<file path="config.mk">
export PLATFORM = sky130hd
export DESIGN_NAME = can_txmb_sched
export DESIGN_NICKNAME = d
export VERILOG_FILES = /design/src/rtl/can_txmb_pkg.sv /design/src/rtl/can_txmb_slot.sv /design/src/rtl/can_txmb_arb.sv /design/src/rtl/can_txmb_sched.sv
export SDC_FILE = /design/constraint.sdc
export NUM_CORES = 1
export LEC_CHECK = 0
export CORE_MARGIN = 3
export CORE_UTILIZATION = 40
export CTS_CLUSTER_SIZE = 28
export DETAILED_ROUTE_END_ITERATION = 7
export PLACE_DENSITY = 0.65
export SLEW_MARGIN = 20
export SYNTH_ARGS = -nofsm -noshare
export SYNTH_HDL_FRONTEND = slang
export SYNTH_HIERARCHICAL = 1
export SYNTH_SLANG_ARGS = --single-unit
</file>
<file path="constraint.sdc">
create_clock -name clk -period 36.7 [get_ports clk]
set_input_delay 3.67 -clock clk [delete_from_list [all_inputs] [get_ports clk]]
set_output_delay 3.67 -clock clk [all_outputs]
set_load 0.1 [all_outputs]
</file>
<file path="src/rtl/can_txmb_pkg.sv">
package can_txmb_pkg;

  typedef enum logic [1:0] {
    MB_EMPTY = 2'd0,
    MB_PEND  = 2'd1,
    MB_SCHED = 2'd2,
    MB_XMIT  = 2'd3
  } mb_state_e;

  localparam int NUM_WORDS = 4;
  localparam int W_ID   = 0;
  localparam int W_CTRL = 1;
  localparam int W_D0   = 2;
  localparam int W_D1   = 3;

  localparam int FL_FIN = 0;
  localparam int FL_OK  = 1;
  localparam int FL_ARB = 2;
  localparam int FL_ERR = 3;
  localparam int NUM_FL = 4;

endpackage

</file>
<file path="src/rtl/can_txmb_slot.sv">
module can_txmb_slot
  import can_txmb_pkg::*;
#(
  parameter int REG_W = 32
) (
  input  logic                     clk,
  input  logic                     rst_n,
  input  logic                     wr_en,
  input  logic [1:0]               wr_sel,
  input  logic [REG_W-1:0]         wr_data,
  input  logic                     tx_req,
  input  logic                     abort_req,
  input  logic                     grant,
  input  logic                     eng_done,
  input  logic                     eng_ok,
  input  logic                     eng_arb_lost,
  input  logic                     eng_err,
  input  logic [NUM_FL-1:0]        clr,
  output mb_state_e                state,
  output logic [NUM_WORDS*REG_W-1:0] frame,
  output logic [NUM_FL-1:0]        flags
);

  mb_state_e          st_q, st_d;
  logic [NUM_FL-1:0]  fl_q, fl_set;
  logic [REG_W-1:0]   word_q [NUM_WORDS];

  // next-state and outcome decode
  always_comb begin
    st_d   = st_q;
    fl_set = '0;
    unique case (st_q)
      MB_EMPTY: if (tx_req) st_d = MB_PEND;
      MB_PEND: begin
        if (abort_req) begin
          st_d           = MB_EMPTY;
          fl_set[FL_FIN] = 1'b1;
        end else begin
          st_d = MB_SCHED;
        end
      end
      MB_SCHED: begin
        if (abort_req) begin
          st_d           = MB_EMPTY;
          fl_set[FL_FIN] = 1'b1;
        end else if (grant) begin
          st_d = MB_XMIT;
        end
      end
      MB_XMIT: begin
        if (eng_done) begin
          st_d           = MB_EMPTY;
          fl_set[FL_FIN] = 1'b1;
          fl_set[FL_OK]  = eng_ok & ~eng_arb_lost & ~eng_err;
          fl_set[FL_ARB] = eng_arb_lost;
          fl_set[FL_ERR] = eng_err;
        end
      end
      default: st_d = MB_EMPTY;
    endcase
  end

  always_ff @(posedge clk or negedge rst_n) begin
    if (!rst_n) begin
      st_q <= MB_EMPTY;
    end else if (st_d != st_q) begin
      st_q <= st_d;
    end
  end

  always_ff @(posedge clk or negedge rst_n) begin
    if (!rst_n) begin
      fl_q <= '0;
    end else if ((|clr) || (|fl_set)) begin
      fl_q <= (fl_q & ~clr) | fl_set;
    end
  end

  for (genvar k = 0; k < NUM_WORDS; k++) begin : g_word
    logic word_we;
    assign word_we = wr_en && (st_q == MB_EMPTY) && (wr_sel == 2'(k));
    always_ff @(posedge clk or negedge rst_n) begin
      if (!rst_n) begin
        word_q[k] <= '0;
      end else if (word_we) begin
        word_q[k] <= wr_data;
      end
    end
    assign frame[k*REG_W +: REG_W] = word_q[k];
  end

  assign state = st_q;
  assign flags = fl_q;

  AST_LOAD_ONLY_EMPTY: assert property (@(posedge clk) disable iff (!rst_n)
    (st_q != MB_EMPTY) |=> $stable(frame));
  AST_REQ_TO_PEND: assert property (@(posedge clk) disable iff (!rst_n)
    (st_q == MB_EMPTY && tx_req) |=> (st_q == MB_PEND));
  AST_PEND_TO_SCHED: assert property (@(posedge clk) disable iff (!rst_n)
    (st_q == MB_PEND && !abort_req) |=> (st_q == MB_SCHED));
  AST_DONE_EMPTY: assert property (@(posedge clk) disable iff (!rst_n)
    (st_q == MB_XMIT && eng_done) |=> (st_q == MB_EMPTY && fl_q[FL_FIN]));
  AST_ABORT_QUEUED: assert property (@(posedge clk) disable iff (!rst_n)
    ((st_q == MB_PEND || st_q == MB_SCHED) && abort_req) |=> (st_q == MB_EMPTY && fl_q[FL_FIN]));
  AST_XMIT_HOLDS: assert property (@(posedge clk) disable iff (!rst_n)
    (st_q == MB_XMIT && !eng_done) |=> (st_q == MB_XMIT));
  AST_FIN_STICKY: assert property (@(posedge clk) disable iff (!rst_n)
    (fl_q[FL_FIN] && !clr[FL_FIN]) |=> fl_q[FL_FIN]);
  AST_EMPTY_ABORT_NOP: assert property (@(posedge clk) disable iff (!rst_n)
    (st_q == MB_EMPTY && abort_req && !tx_req) |=> (st_q == MB_EMPTY && $stable(fl_q)));

endmodule

</file>
<file path="src/rtl/can_txmb_arb.sv">
module can_txmb_arb #(
  parameter int NUM_MB = 3,
  parameter int ID_W   = 29
) (
  input  logic [NUM_MB-1:0]      ready,
  input  logic [NUM_MB*ID_W-1:0] ids,
  input  logic                   busy,
  output logic [NUM_MB-1:0]      grant
);

  always_comb begin
    logic            found;
    logic [ID_W-1:0] best;
    int              best_i;
    found  = 1'b0;
    best   = '0;
    best_i = 0;
    grant  = '0;
    // strict compare keeps the lowest index on equal identifiers
    for (int i = 0; i < NUM_MB; i++) begin
      if (ready[i] && (!found || ids[i*ID_W +: ID_W] < best)) begin
        found  = 1'b1;
        best   = ids[i*ID_W +: ID_W];
        best_i = i;
      end
    end
    if (found && !busy) grant[best_i] = 1'b1;
  end

endmodule

</file>
<file path="src/rtl/can_txmb_sched.sv">
module can_txmb_sched
  import can_txmb_pkg::*;
#(
  parameter int NUM_MB = 3,
  parameter int REG_W  = 32,
  parameter int ID_W   = 29,
  localparam int MB_W  = (NUM_MB > 1) ? $clog2(NUM_MB) : 1
) (
  input  logic                  clk,
  input  logic                  rst_n,
  input  logic                  host_wr_en,
  input  logic [MB_W-1:0]       host_wr_mb,
  input  logic [1:0]            host_wr_sel,
  input  logic [REG_W-1:0]      host_wr_data,
  input  logic [NUM_MB-1:0]     host_tx_req,
  input  logic [NUM_MB-1:0]     host_abort,
  input  logic [NUM_MB-1:0]     host_clr_fin,
  input  logic [NUM_MB-1:0]     host_clr_ok,
  input  logic [NUM_MB-1:0]     host_clr_arb,
  input  logic [NUM_MB-1:0]     host_clr_err,
  output logic [2*NUM_MB-1:0]   mb_state,
  output logic [NUM_MB-1:0]     flag_fin,
  output logic [NUM_MB-1:0]     flag_ok,
  output logic [NUM_MB-1:0]     flag_arb,
  output logic [NUM_MB-1:0]     flag_err,
  output logic                  eng_start,
  output logic [MB_W-1:0]       eng_mb,
  output logic [REG_W-1:0]      eng_id,
  output logic [REG_W-1:0]      eng_ctrl,
  output logic [REG_W-1:0]      eng_data0,
  output logic [REG_W-1:0]      eng_data1,
  input  logic                  eng_done,
  input  logic                  eng_ok,
  input  logic                  eng_arb_lost,
  input  logic                  eng_err
);

  localparam int FR_W = NUM_WORDS * REG_W;

  logic rst_meta_q, rst_sync_n;

  always_ff @(posedge clk or negedge rst_n) begin
    if (!rst_n) begin
      rst_meta_q <= 1'b0;
      rst_sync_n <= 1'b0;
    end else begin
      rst_meta_q <= 1'b1;
      rst_sync_n <= rst_meta_q;
    end
  end

  mb_state_e              st_a    [NUM_MB];
  logic [FR_W-1:0]        frame_a [NUM_MB];
  logic [NUM_MB-1:0]      ready, grant, xmit_vec;
  logic [NUM_MB*ID_W-1:0] prio_ids;
  logic                   busy;
  logic                   start_q;

  for (genvar i = 0; i < NUM_MB; i++) begin : g_mb
    logic [NUM_FL-1:0] fl;
    can_txmb_slot #(.REG_W(REG_W)) slot_i (
      .clk          (clk),
      .rst_n        (rst_sync_n),
      .wr_en        (host_wr_en && (host_wr_mb == MB_W'(i))),
      .wr_sel       (host_wr_sel),
      .wr_data      (host_wr_data),
      .tx_req       (host_tx_req[i]),
      .abort_req    (host_abort[i]),
      .grant        (grant[i]),
      .eng_done     (eng_done),
      .eng_ok       (eng_ok),
      .eng_arb_lost (eng_arb_lost),
      .eng_err      (eng_err),
      .clr          ({host_clr_err[i], host_clr_arb[i], host_clr_ok[i], host_clr_fin[i]}),
      .state        (st_a[i]),
      .frame        (frame_a[i]),
      .flags        (fl)
    );
    assign mb_state[2*i +: 2]        = st_a[i];
    assign flag_fin[i]               = fl[FL_FIN];
    assign flag_ok[i]                = fl[FL_OK];
    assign flag_arb[i]               = fl[FL_ARB];
    assign flag_err[i]               = fl[FL_ERR];
    assign xmit_vec[i]               = (st_a[i] == MB_XMIT);
    assign ready[i]                  = (st_a[i] == MB_SCHED) && !host_abort[i];
    assign prio_ids[i*ID_W +: ID_W]  = frame_a[i][W_ID*REG_W +: ID_W];
  end

  assign busy = |xmit_vec;

  can_txmb_arb #(.NUM_MB(NUM_MB), .ID_W(ID_W)) arb_i (
    .ready (ready),
    .ids   (prio_ids),
    .busy  (busy),
    .grant (grant)
  );

  always_ff @(posedge clk or negedge rst_sync_n) begin
    if (!rst_sync_n) begin
      start_q <= 1'b0;
    end else begin
      start_q <= |grant;
    end
  end

  assign eng_start = start_q;

  always_comb begin
    eng_mb    = '0;
    eng_id    = '0;
    eng_ctrl  = '0;
    eng_data0 = '0;
    eng_data1 = '0;
    for (int i = 0; i < NUM_MB; i++) begin
      if (xmit_vec[i]) begin
        eng_mb    = MB_W'(i);
        eng_id    = frame_a[i][W_ID*REG_W   +: REG_W];
        eng_ctrl  = frame_a[i][W_CTRL*REG_W +: REG_W];
        eng_data0 = frame_a[i][W_D0*REG_W   +: REG_W];
        eng_data1 = frame_a[i][W_D1*REG_W   +: REG_W];
      end
    end
  end

  AST_ONE_XMIT: assert property (@(posedge clk) disable iff (!rst_sync_n)
    $countones(xmit_vec) <= 1);
  AST_START_PULSE: assert property (@(posedge clk) disable iff (!rst_sync_n)
    eng_start |=> !eng_start);
  AST_START_BUSY: assert property (@(posedge clk) disable iff (!rst_sync_n)
    eng_start |-> busy);

endmodule

</file>
==> results of run 1 <==
## layer usage
layer | vias to the layer above | GRT usage (%) | routed length [um]
li1 | 6073 | - | -
met2 | 287 | 33.3 | 25700
met1 | 7152 | 28.6 | 25000
met5 | - | 0 | 0
met4 | 0 | 5.69 | 1150
met3 | 60 | 3.10 | 2480
## per-stage QoR
stage	cells	util [%]	cell area (um^2)
2_1_floorplan	1515	-	19900
3_3_place_gp	2313	45.7	22400
3_5_place_dp	2313	45.7	22400
4_1_cts	2390	48.7	23900
5_1_grt	2391	48.7	23900
6_report	2392	48.7	23900
## synth_stat cells (all sizes together), types with 3 or more instances
library cell and count:
clkbuf 31, a211oi 6, o22ai 7, ha 71, and3 128, inv 52
nor3 12, nand4 16, mux2i 3, or3 3, a21oi 23, mux2 412
nand3b 5, nand4b 6, dfrtp 405, nor3b 6, buf 68, nor2 15
nor2b 7, nand2 46, nand3 10, o21ai 26, a221o 128, a22oi 4
## cell type report
class                   instances  area (um^2)
fillers                      4413        25200
repair buffers                233         2270
flip-flops and latches        405        10100
well taps                     664          831
clock buffers                  65         1270
diodes                          2         5.00
multi-input cells             959         8970
clock inverters                12          191
inverters                      52          195
## how the worst max path moves through the flow
stage	slack [ps]	startpoint	cells after the start	end
after global placement	27440	host_abort[0]	21	eng_start$_DFF_PN0_
after floorplan	24580	rst_sync_n$_DFF_PN0_	0	eng_start$_DFF_PN0_
after detailed placement	27340	host_abort[0]	21	eng_start$_DFF_PN0_
after CTS	27940	host_abort[0]	21	eng_start$_DFF_PN0_
after global routing	27510	host_abort[0]	21	eng_start$_DFF_PN0_
final	27880	host_abort[0]	21	eng_start$_DFF_PN0_
## kinds of logic after synthesis
group                      count (synthesis)
AOI/OAI and AO/OA                        208
adders and majority gates                 71
buffers and inverters                    151
DFF                                      405
muxes                                    415
other                                      1
and+or+nand+nor                          264
## worst max-delay path: stages
cell and delay (ps):
clkdlybuf4s50_1 490, nor3b_2 180, buf_4 360, nand2_1 150, ha_1 330, a21oi_1 180, nor2_1 60, a211oi_1 340
a31oi_2 160, o21ai_1 150, and2_4 460, mux2_2 400, ha_1 300, a211oi_1 230, o21bai_1 100, a211oi_1 220
o21ai_0 180, a2111o_1 470, a311oi_2 310, nor3_1 140, or3_1 350
## registers in the layout, indices dropped and copies added (netlist names)
register,flops
g_mb.slot_i/frame,384
g_mb.slot_i/flags,12
g_mb.slot_i/state,6
eng_start,1
rst_meta_q,1
rst_sync_n,1
## power by group
part | internal (mW) | switching [mW]
Combinational | 0.247 | 0.320
Sequential | 0.643 | 0.132
Clock | 0.274 | 0.177
==> qor.yml, run 1 <==
synth:
  seq_area_frac_synth_pct: 51.0
  synth_fp_nets: 1647
  syn_inst: 1515
  yosysUniqueCellTypes: 54
  synth-xor-area-share_pct: 0
  synth-edff-count: 0
  muxShareOfSynthArea_pct: 23.7
  syn-cell-area_um2: 19900
  synthAdderAreaFrac_pct: 4.47
  ys_seq_elements: 405
  synth-compound-area-share_pct: 8.97
  async_reset_ff_share_pct: 100
  yosys_warnings: 6
  synthFlopType: "dfrtp_1"
  synthSimpleGateAreaFrac_pct: 7.85
  synth_top_cell_area_share_pct: 51.0
  synth_area_leaders: "dfrtp_1 51%, mux2_2 22%, a221o_1 6.4%, ha_1 4.5%, and3_1 4.0%"
  yosysTopAreaCell: "dfrtp_1"
  synth_area_per_cell_um2: 13.1
  synth_top_family_by_area: "multiplexers"
cells_and_area:
  final_nets: 1827
  layout_commonest_cell: "dfrtp_1"
  drive_gt1_share_pct: 29.5
  mostFrequentLayoutCells: "402 x dfrtp_1, 391 x mux2_2, 209 x clkdlybuf4s50_1"
  syn_to_final_growth_pct: 20.2
sta:
  min_period_ps: 8820
  period_share_pct: 24.0
  setup_violations: 0
  finalMaxSlewViolations: 0
  whs_ps: 353
  finalWorstSetupSlack_ps: 27880
  max_freq_ghz: 0.113
  hold_viol: 0
  worstMarginPinSlew_ps: 1090
  timing.setup.tns_ps: 0
  finClkSkew_ps: 11.8
  maxSlewHeadroom_pct: 27.5
  rsz0062_at_grt: "no"
grt:
  grt_max_degree: 81
  antenna_found_initial: 1
  track_usage_pct: 20.5
  overflow: 0
  grt_pass1_vias: 14000
  grt_pass1_wl_mm: 84.4
clocking:
  cts_resized: 0
  cts_hold_buf: 0
  cts.sinks: 405
  cts.path.max_buffers: 3
  cts.clk_slew.worst_paths_ps: 70
  cts_setup_buffers: 0
  cts_made_buffers: 44
  cts_tree: "done"
  htreeDepth: 2
  clkLatencyLatePin_ps: 560
  root_buffer: "clkbuf_16"
floorplan:
  io_pins: 210
  rows: 81
  chipWidth_um: 229
  fp.dieH_um: 229
  coreArea_um2: 49100
  dieArea_um2: 52400
  start_util_pct: 40.5
worst_setup_path:
  reg2reg_to: "eng_start$_DFF_PN0_"
  cp-end-kind: "flip-flop"
  r2r_cells: 20
  cp_data_arrival_time_ps: 9260
  r2r-start: "g_mb[0].slot_i/state[0]$_DFFE_PN0P_"
  path_class: "in2reg"
  rrSetupSlack_ps: 31010
  start_kind: "primary input"
  cp.required_ps: 37140
  path_max_fanout: 33
routing:
  drt_first_pass_iters: 5
  wl_mm: 54.3
  drtAntennaViolNets: 0
  drt_iter0_markers: 733
  wl_per_cell_um: 22.7
  vias: 13600
  post-route-drc-count: 0
  viasPerCell: 5.67
power_and_ir_drop:
  p_leak_nw: 10.8
  total_power_mw: 1.79
  powerDensity_nw_per_um2: 75.1
  max-vdd-ir-drop_uv: 37.2
flow_run:
  drv_cap: 0
status:
  status: "completed"
placement:
  port_buffers: 209
  hpwl_mm: 34.0
  gp_congestion: 0.836
  dpl_worst_slack_ps: 27340
min_path:
  hold_end: "rst_sync_n$_DFF_PN0_"
  hold_depth: 0
  worst_hold_startpoint: "rst_meta_q$_DFF_PN0_"
  min_path_type: "reg2reg"
(Power assumes the default switching activity.)
==> inputs of run 2 (changes only) <==
==> constraint.sdc (replaced) <==
create_clock -name clk -period 8.8 [get_ports clk]
set_input_delay 0.88 -clock clk [delete_from_list [all_inputs] [get_ports clk]]
set_output_delay 0.88 -clock clk [all_outputs]
set_load 0.1 [all_outputs]
==> qor.yml, run 2 (synthesis gave the netlist of run 1 again) <==
clocking:
  clkLatencyLatePin_ps: 570  # about the same
  cts_tree: "done"
  root_buffer: "clkbuf_16"
  cts_made_buffers: 45  # +2.3%
  cts_hold_buf: 0  # unchanged
  cts.path.max_buffers: 3  # unchanged
  cts.sinks: 405  # unchanged
  htreeDepth: 2  # unchanged
  cts_resized: 0  # unchanged
  cts.clk_slew.worst_paths_ps: 60  # about the same
  cts_setup_buffers: 0  # unchanged
worst_setup_path:
  cp_data_arrival_time_ps: 6550  # -2710 ps
  path_max_fanout: 33  # unchanged
  crit_buf_inv: 2  # unchanged
  cp.required_ps: 9240  # -27900 ps
  critical_path.cell_chain: "clkdlybuf4s50_1 -> nor3b_2 -> buf_4 -> nand2_1 -> ha_1 -> a21oi_1 -> a21boi_0 -> o311ai_2 -> a31oi_2 -> o21ai_1 -> and2_4 -> mux2_2 -> ha_1 -> a211oi_1 -> o21bai_1 -> a211oi_1 -> o21ai_0 -> a2111o_1 -> a311oi_2 -> nor3_1 -> or3_1"
  start_kind: "primary input"
  critPathMaxStageDelay_ps: 490  # about the same
  path_class: "in2reg"
  crit_path_top_delay_cell: "clkdlybuf4s50_1"
  cp-end-kind: "flip-flop"
  crit_family: "compound AO/OA/AOI/OAI gates"
routing:
  drt_iter0_markers: 819  # +12%
  post-route-drc-count: 0  # unchanged
  vias: 13600  # -0.13%
  drt_first_pass_iters: 5  # unchanged
  viasPerCell: 5.66  # -0.29%
  wl_mm: 54.4  # +0.26%
  wl_per_cell_um: 22.7  # about the same
  drtAntennaViolNets: 0  # unchanged
cells_and_area:
  final-instance-count-excl-fill: 2396  # +0.17%
  layout_commonest_cell: "dfrtp_1"
  largest_reg_flops: 384  # unchanged
  drive_gt1_share_pct: 29.8  # +0.35 points
  final_nets: 1825  # -0.11%
  mostFrequentLayoutCells: "402 x dfrtp_1, 391 x mux2_2, 209 x clkdlybuf4s50_1"
  final_core_util_pct: 48.8  # +0.084 points
  finish.instance_area_um2: 23900  # +0.17%
  syn_to_final_growth_pct: 20.4
power_and_ir_drop:
  powerDensity_nw_per_um2: 314  # +320%
  p_leak_nw: 10.9  # +0.24%
  max-vdd-ir-drop_uv: 177  # +380%
sta:
  hold_viol: 0  # unchanged
  max_freq_ghz: 0.164
  finClkSkew_ps: 11.0  # -0.733 ps
  period_share_pct: 69.4
  maxSlewHeadroom_pct: 23.9  # -3.5 points
  finalMaxSlewViolations: 0  # unchanged
  timing.setup.tns_ps: 0  # unchanged
  min_period_ps: 6110
  worstMarginPinSlew_ps: 1140  # +49.4 ps
  setup_violations: 0  # unchanged
  rsz0062_at_grt: "no"
placement:
  gp_congestion: 0.819  # -2.0%
  dp.cells: 2310  # -0.13%
  placed_cell_area_um2: 22400  # about the same
  hpwl_mm: 33.5  # -1.3%
  port_buffers: 209  # unchanged
grt:
  grt_max_degree: 183  # +130%
  grt_pass1_wl_mm: 84.4  # about the same
  track_usage_pct: 20.5  # about the same
  overflow: 0  # unchanged
  grt_pass1_vias: 14000  # +0.057%
  antenna_found_initial: 2  # +1
floorplan:
  start_util_pct: 40.5  # unchanged
  chipWidth_um: 229  # unchanged
  coreArea_um2: 49100  # unchanged
  fp.dieH_um: 229  # unchanged
  dieArea_um2: 52400  # unchanged
  io_pins: 210  # unchanged
  rows: 81  # unchanged
min_path:
  min_path_type: "reg2reg"
status:
  status: "completed"
flow_run:
  drv_cap: 0  # unchanged
-- run 2: changes by cell type in the layout (fill, tap and decap cells not counted) --
cell       previous run  this run
clkbuf_1             13         9
diode_2               2         3
buf_4                24        19
clkinv_2              5        10
inv_6                 0         2
clkbuf_8              7        12
buf_12                0         2
bufinv_16             5         3
-- run 2: power breakdown --
group	total [mW]	internal [mW]	leakage, nW	switching [mW]
combinational	2.35	1.03	4.99	1.32
clock	1.90	1.13	0.746	0.770
sequential	3.25	2.68	5.11	0.569
-- run 2: layout make-up --
cell class,count,area [um^2]
Clock buffer,66,1330
Sequential cell,405,10100
Multi-Input combinational cell,959,8970
Inverter,52,195
Timing Repair Buffer,230,2270
Tap cell,664,831
Fill cell,4411,25100
Antenna cell,3,7.51
Clock inverter,17,174
-- run 2: layer usage --
layer / wire [um] / global-route usage [%] / vias up
met5: 0 / 0 / -
met4: 1230 / 5.71 / 0
met3: 2350 / 3.05 / 66
met2: 25700 / 33.4 / 292
met1: 25100 / 28.6 / 7110
li1: - / - / 6087
-- run 2: stage by stage --
step | worst slack [ps] | hold slack [ps] | total power, mW
3_5_place_dp | 2160 | 337 | 5.63
2_1_floorplan | 2190 | 331 | 4.94
4_1_cts | 2740 | 360 | 7.56
3_3_place_gp | 2370 | 341 | 5.53
6_report | 2690 | 356 | 7.50
5_1_grt | 2410 | 368 | 7.92
-- run 2: final timing paths --
check	startpoint	slack [ps]	to	cells past startpoint
hold / removal	rst_meta_q$_DFF_PN0_	360	rst_sync_n$_DFF_PN0_	0
max in group asynchronous	rst_sync_n$_DFF_PN0_	6800	g_mb[2].slot_i/frame[0]$_DFFE_PN0P_	1
hold reg to reg	rst_meta_q$_DFF_PN0_	360	rst_sync_n$_DFF_PN0_	0
setup reg to reg	g_mb[0].slot_i/state[0]$_DFFE_PN0P_	3020	eng_start$_DFF_PN0_	20
min in group asynchronous	rst_sync_n$_DFF_PN0_	460	g_mb[2].slot_i/frame[72]$_DFFE_PN0P_	0
setup / recovery	host_abort[0]	2690	eng_start$_DFF_PN0_	21
